===== config.mk =====
export PLATFORM = sky130hd
export DESIGN_NAME = irq_prio_enc
export DESIGN_NICKNAME = d
export VERILOG_FILES = /design/src/rtl/irq_enc_pkg.sv /design/src/rtl/irq_remap_regs.sv /design/src/rtl/irq_rank_map.sv /design/src/rtl/irq_arb.sv /design/src/rtl/irq_prio_enc.sv
export SDC_FILE = /design/constraint.sdc
export NUM_CORES = 1
export LEC_CHECK = 0
export BUFFER_PORTS_ARGS = -buffer_cell sky130_fd_sc_hd__buf_2
export CELL_PAD_IN_SITES_DETAIL_PLACEMENT = 1
export CELL_PAD_IN_SITES_GLOBAL_PLACEMENT = 1
export CORE_ASPECT_RATIO = 2
export CORE_MARGIN = 3
export CORE_UTILIZATION = 50
export DETAILED_ROUTE_END_ITERATION = 10
export PLACE_DENSITY = 0.95
export SYNTH_ARGS = -nofsm -noshare
export SYNTH_HDL_FRONTEND = slang
export SYNTH_SLANG_ARGS = --single-unit

===== constraint.sdc =====
create_clock -name clk_i -period 86.8 [get_ports clk_i]
set_input_delay 13.02 -clock clk_i [delete_from_list [all_inputs] [get_ports clk_i]]
set_output_delay 13.02 -clock clk_i [all_outputs]
set_load 0.05 [all_outputs]

===== src/rtl/irq_enc_pkg.sv =====
package irq_enc_pkg;
  localparam int LVL_W  = 3;
  localparam int PRIO_W = 3;
  localparam int RANK_W = LVL_W + PRIO_W;

  typedef logic [RANK_W-1:0] rank_t;

  localparam rank_t RANK_SLOT_A = {3'd6, 3'd7};
  localparam rank_t RANK_SLOT_B = {3'd6, 3'd6};
  localparam rank_t RANK_NONE   = '0;

  // table: eight slots per level, starting just under the two promoted slots
  function automatic logic [LVL_W-1:0] dflt_level(input int src);
    return LVL_W'(6 - ((src + 1) >> 3));
  endfunction

  function automatic logic [PRIO_W-1:0] dflt_prio(input int src);
    return PRIO_W'(7 - ((src + 1) & 7));
  endfunction

  function automatic rank_t dflt_rank(input int src);
    return {dflt_level(src), dflt_prio(src)};
  endfunction
endpackage


===== src/rtl/irq_remap_regs.sv =====
module irq_remap_regs #(
  parameter int SRC_W  = 5,
  parameter int DATA_W = 8
) (
  input  logic              clk_i,
  input  logic              rst_ni,
  input  logic              wr_en_i,
  input  logic              addr_i,
  input  logic [DATA_W-1:0] wdata_i,
  output logic [DATA_W-1:0] rdata_o,
  output logic [SRC_W-1:0]  remap_a_o,
  output logic [SRC_W-1:0]  remap_b_o
);
  logic [SRC_W-1:0] remap_q [2];

  for (genvar r = 0; r < 2; r++) begin : g_reg
    always_ff @(posedge clk_i or negedge rst_ni) begin
      if (!rst_ni)                          remap_q[r] <= '0;
      else if (wr_en_i && (addr_i == 1'(r))) remap_q[r] <= wdata_i[SRC_W-1:0];
    end
  end

  always_comb begin
    rdata_o = '0;
    rdata_o[SRC_W-1:0] = remap_q[addr_i];
  end

  assign remap_a_o = remap_q[0];
  assign remap_b_o = remap_q[1];
endmodule


===== src/rtl/irq_rank_map.sv =====
module irq_rank_map
  import irq_enc_pkg::*;
#(
  parameter int N_SRC = 32,
  parameter int SRC_W = 5
) (
  input  logic [N_SRC-1:0]             req_i,
  input  logic [SRC_W-1:0]             remap_a_i,
  input  logic [SRC_W-1:0]             remap_b_i,
  output logic [N_SRC-1:0][RANK_W-1:0] rank_o
);
  for (genvar s = 0; s < N_SRC; s++) begin : g_src
    if (s == 0) begin : g_rsvd
      assign rank_o[s] = RANK_NONE;
    end else begin : g_live
      localparam rank_t DFLT = dflt_rank(s);
      always_comb begin
        if (!req_i[s])                     rank_o[s] = RANK_NONE;
        else if (remap_a_i == SRC_W'(s))   rank_o[s] = RANK_SLOT_A;
        else if (remap_b_i == SRC_W'(s))   rank_o[s] = RANK_SLOT_B;
        else                               rank_o[s] = DFLT;
      end
    end
  end
endmodule


===== src/rtl/irq_arb.sv =====
module irq_arb
  import irq_enc_pkg::*;
#(
  parameter int N_SRC = 32,
  parameter int SRC_W = 5
) (
  input  logic [N_SRC-1:0][RANK_W-1:0] rank_i,
  output logic                         valid_o,
  output logic [SRC_W-1:0]             idx_o,
  output logic [LVL_W-1:0]             level_o
);
  rank_t best;

  // ranks are unique per live source, so strict compare is enough
  always_comb begin
    best  = RANK_NONE;
    idx_o = '0;
    for (int s = 0; s < N_SRC; s++) begin
      if (rank_i[s] > best) begin
        best  = rank_i[s];
        idx_o = SRC_W'(s);
      end
    end
  end

  assign valid_o = (best != RANK_NONE);
  assign level_o = best[RANK_W-1 -: LVL_W];
endmodule


===== src/rtl/irq_prio_enc.sv =====
module irq_prio_enc
  import irq_enc_pkg::*;
#(
  parameter int N_SRC    = 32,
  parameter int DATA_W   = 8,
  parameter int VEC_W    = 8,
  parameter int VEC_BASE = 64
) (
  input  logic              clk_i,
  input  logic              rst_ni,
  input  logic [N_SRC-1:0]  req_i,
  input  logic              wr_en_i,
  input  logic              addr_i,
  input  logic [DATA_W-1:0] wdata_i,
  output logic [DATA_W-1:0] rdata_o,
  output logic [LVL_W-1:0]  lvl_o,
  output logic [VEC_W-1:0]  vec_o
);
  localparam int SRC_W = $clog2(N_SRC);

  logic [SRC_W-1:0]             remap_a_q, remap_b_q;
  logic [N_SRC-1:0][RANK_W-1:0] rank;
  logic                         win_valid;
  logic [SRC_W-1:0]             win_idx;
  logic [LVL_W-1:0]             win_level;
  logic [LVL_W-1:0]             lvl_q;
  logic [VEC_W-1:0]             vec_q;

  irq_remap_regs #(.SRC_W(SRC_W), .DATA_W(DATA_W)) u_regs (
    .clk_i, .rst_ni, .wr_en_i, .addr_i, .wdata_i, .rdata_o,
    .remap_a_o(remap_a_q), .remap_b_o(remap_b_q)
  );

  irq_rank_map #(.N_SRC(N_SRC), .SRC_W(SRC_W)) u_map (
    .req_i, .remap_a_i(remap_a_q), .remap_b_i(remap_b_q), .rank_o(rank)
  );

  irq_arb #(.N_SRC(N_SRC), .SRC_W(SRC_W)) u_arb (
    .rank_i(rank), .valid_o(win_valid), .idx_o(win_idx), .level_o(win_level)
  );

  always_ff @(posedge clk_i or negedge rst_ni) begin
    if (!rst_ni) begin
      lvl_q <= '0;
      vec_q <= '0;
    end else if (win_valid) begin
      lvl_q <= win_level;
      vec_q <= VEC_W'(VEC_BASE) + VEC_W'(win_idx);
    end else begin
      lvl_q <= '0;
      vec_q <= '0;
    end
  end

  assign lvl_o = lvl_q;
  assign vec_o = vec_q;
endmodule


==> run summary <==
Post-DP HPWL -> 31800 um
Clock Latency Late Sink -> 260 ps
CP startpoint -> req_i[2]
Top cell type's share of synthesized area -> 16.09%
Number of global-route vias before repair -> 13000
Netlist cell types -> 106
Clock transition at the registers of the reported paths -> 60 ps
Synthesized netlist cell count -> 1423
Clock sink total -> 19
DR pass1 iterations -> 5
Hold Path Class -> reg2reg
Via-to-Cell Ratio -> 7.103
Ant. Diodes -> 0
Post-Route WL -> 39460 um
Layout cell share with drive strength beyond 1 -> 9.749%
Synth Cell Area -> 9723 um^2
Top post-synthesis cells by area -> ha_1 16%, nor2_1 6.1%, a21oi_1 5.8%
Max_cap viols -> 0
RSZ-0062 raised after global routing -> false
Worst Skew -> 2.757 ps
Slew @ Worst Pin -> 1066 ps
Final net count -> 1606
CTS Buf Count -> 3
# resized after CTS -> 0
Final setup vio count -> 0
Dpl cells -> 1687
Outcome -> finished clean
Core footprint -> 18920 um^2
Crit start category -> input port
YS warnings -> 0
Simple-Gate Fraction of Synth Area -> 27.85%
Leading area contributor after synthesis -> ha_1
DR WL/cell -> 23.33 um
Via count -> 12010
Routability Congestion -> 0.9404
Hold Fails Final Rpt -> 0
CP max stage delay -> 840 ps
Sequential share of the synthesized area -> 4.890%
Global-route wire length before repair -> 63470 um
Slowest CP cell -> o221ai_1
Largest net degree at the start of global routing -> 20
Largest family of logic cells by synthesized area -> compound AO/OA/AOI/OAI gates
Crit end category -> flop
Pins Over Slew Limit -> 0
Share of flip-flops with an asynchronous set or reset -> 100.0%
Post-route ant nets -> 0
Multi-input gate area -> 8562 um^2
Fin crit share -> 77.75%
Critical-path maximum fanout -> 18
Prevailing post-synth register cell -> dfrtp_1
Synthesized area per cell -> 6.833 um^2
RR Startpoint -> u_regs.remap_b_o[1]$_DFFE_PN0P_
Top cells by count, synth -> 159 x nor2_1, 144 x nand2_1, 125 x ha_1
Ports -> 63
Adder-cell share of the synthesized area -> 16.41%
HP Start -> u_regs.remap_a_o[2]$_DFFE_PN0P_
Postcts setup bufs -> 0
Non-filler cells, final -> 1691
GRT Total Usage -> 36.11%
Die Ht -> 203.2 um
Most frequent cell after synthesis -> nor2_1
Root buf cell -> clkbuf_16
Area Overhead vs Synth -> 4.401%
Setup CP Type -> in2reg
Slew margin rel. -> 28.96%
Drt initial violations -> 589
Multiplexer share of the synthesized area -> 9.819%
DRC viols -> 0
Max Freq -> 14.82 MHz
Most used cell, CP -> ha_1
Clock Tree Buf Depth -> 2
Hold-fix buffers, CTS -> 0
Req. time, crit path -> 86940 ps
Synthesized flop and latch total -> 19
CP arrival -> 67630 ps
H-Tree Depth -> 1
Setup TNS -> 0 ps
PortBufs -> 53
EDFF count, synth -> 0
Die span in x -> 104.6 um
Gr ovfl total -> 0
Fillers -> 2595
Post-Synth XOR/XNOR Area -> 0.8107%
CTS tree -> done
Antenna violations before repair -> 0
Initial Util -> 51.39%
FF/Latch Area -> 475.5 um^2
Num rows -> 71
Fin crit period -> 67490 ps
Compound-Gate Fraction of Synth Area -> 32.98%
Die area -> 21260 um^2
==> per-layer routing <==
| metal | GRT usage, % | vias to the layer above | part of all wire (%) |
|---|---|---|---|
| met3 | 5.258 | 318 | 5.0 |
| met5 | 0 | - | 0 |
| met4 | 31.39 | 0 | 10 |
| met1 | 31.91 | 5770 | 32 |
| li1 | - | 5308 | - |
| met2 | 69.47 | 616 | 53 |
==> sequential cells by signal (all words and copies together) (netlist names) <==
name,count
vec_o,6
u_regs.remap_b_o,5
lvl_o,3
u_regs.remap_a_o,5
==> cell type report <==
class	instances	area share, %
multi-input combinational	1243	84.35
inverter	114	4.215
sequential	19	4.684
timing repair buffer	56	2.835
tap	255	3.143
clock buffer	4	0.7765
==> metrics by stage <==
| stage | hold slack, ps | utilization, % | worst slack [ps] | cell area [um^2] |
|---|---|---|---|---|
| after floorplan | 592.5 | - | 30460 | 9738 |
| after global placement | 666.6 | 53.23 | 23560 | 10070 |
| after detailed placement | 701.6 | 53.23 | 20680 | 10070 |
| after CTS | 716.0 | 53.65 | 20560 | 10150 |
| after global routing | 759.0 | 53.65 | 15560 | 10150 |
| final | 745.8 | 53.65 | 19310 | 10150 |
==> layout by cell type, fill, tap and decap left out, types with 8 or more instances in the layout <==
master | synthesis | layout
o21ai_1 | 18 | 18
o211a_1 | 8 | 8
o31ai_1 | 19 | 19
o21ai_0 | 80 | 80
nand3b_1 | 8 | 8
and3_1 | 17 | 17
or2_2 | 8 | 8
a21o_1 | 26 | 26
o21a_1 | 19 | 19
a31oi_1 | 27 | 27
nor2_1 | 159 | 159
a21oi_1 | 112 | 112
and2_1 | 15 | 15
nand2b_1 | 23 | 23
a211o_1 | 9 | 9
ha_1 | 125 | 125
o2111ai_1 | 8 | 8
or3_1 | 11 | 11
mux2i_1 | 44 | 44
nor2b_1 | 28 | 28
buf_2 | 14 | 53
nor3_1 | 33 | 33
o211ai_1 | 27 | 27
inv_1 | 112 | 112
o22ai_1 | 11 | 11
nand2_1 | 144 | 144
nand4_1 | 18 | 18
nand3_1 | 41 | 41
mux2_2 | 33 | 33
dfrtp_1 | 19 | 19
a211oi_1 | 9 | 9
==> logic make-up (layout without fill, tap and decap cells) <==
kind of cell             count (synthesis)  count (layout)
buffers and inverters                  165             174
flip-flops                              19              19
multiplexers                            87              87
AND/OR/NAND/NOR                        553             553
AO/OA/AOI/OAI                          461             461
XOR/XNOR                                 9               9
adder cells (fa/ha/maj)                128             128
other                                    1               5
==> worst max-delay path: cells and delay by family <==
family / cells / cell delay [ps]
AOI/OAI and AO/OA: 100 / 27850
adders and majority gates: 30 / 9400
buffers and inverters: 15 / 1670
muxes: 12 / 3880
and+or+nand+nor: 71 / 11670
==> worst paths after layout <==
kind | endpoint | slack [ps] | depth (start not counted)
max in group asynchronous | u_regs.remap_b_o[0]$_DFFE_PN0P_ | 73720 | 1
min | u_regs.remap_a_o[2]$_DFFE_PN0P_ | 750 | 1
min reg2reg | u_regs.remap_a_o[2]$_DFFE_PN0P_ | 750 | 1
max reg2reg | vec_o[2]$_DFF_PN0_ | 30730 | 228
min in group asynchronous | vec_o[4]$_DFF_PN0_ | 12730 | 1
max | vec_o[2]$_DFF_PN0_ | 19310 | 228
Power is left out: the tool's default activity adds up to more than one toggle a clock period on the data nets, which glitch-free logic cannot reach.
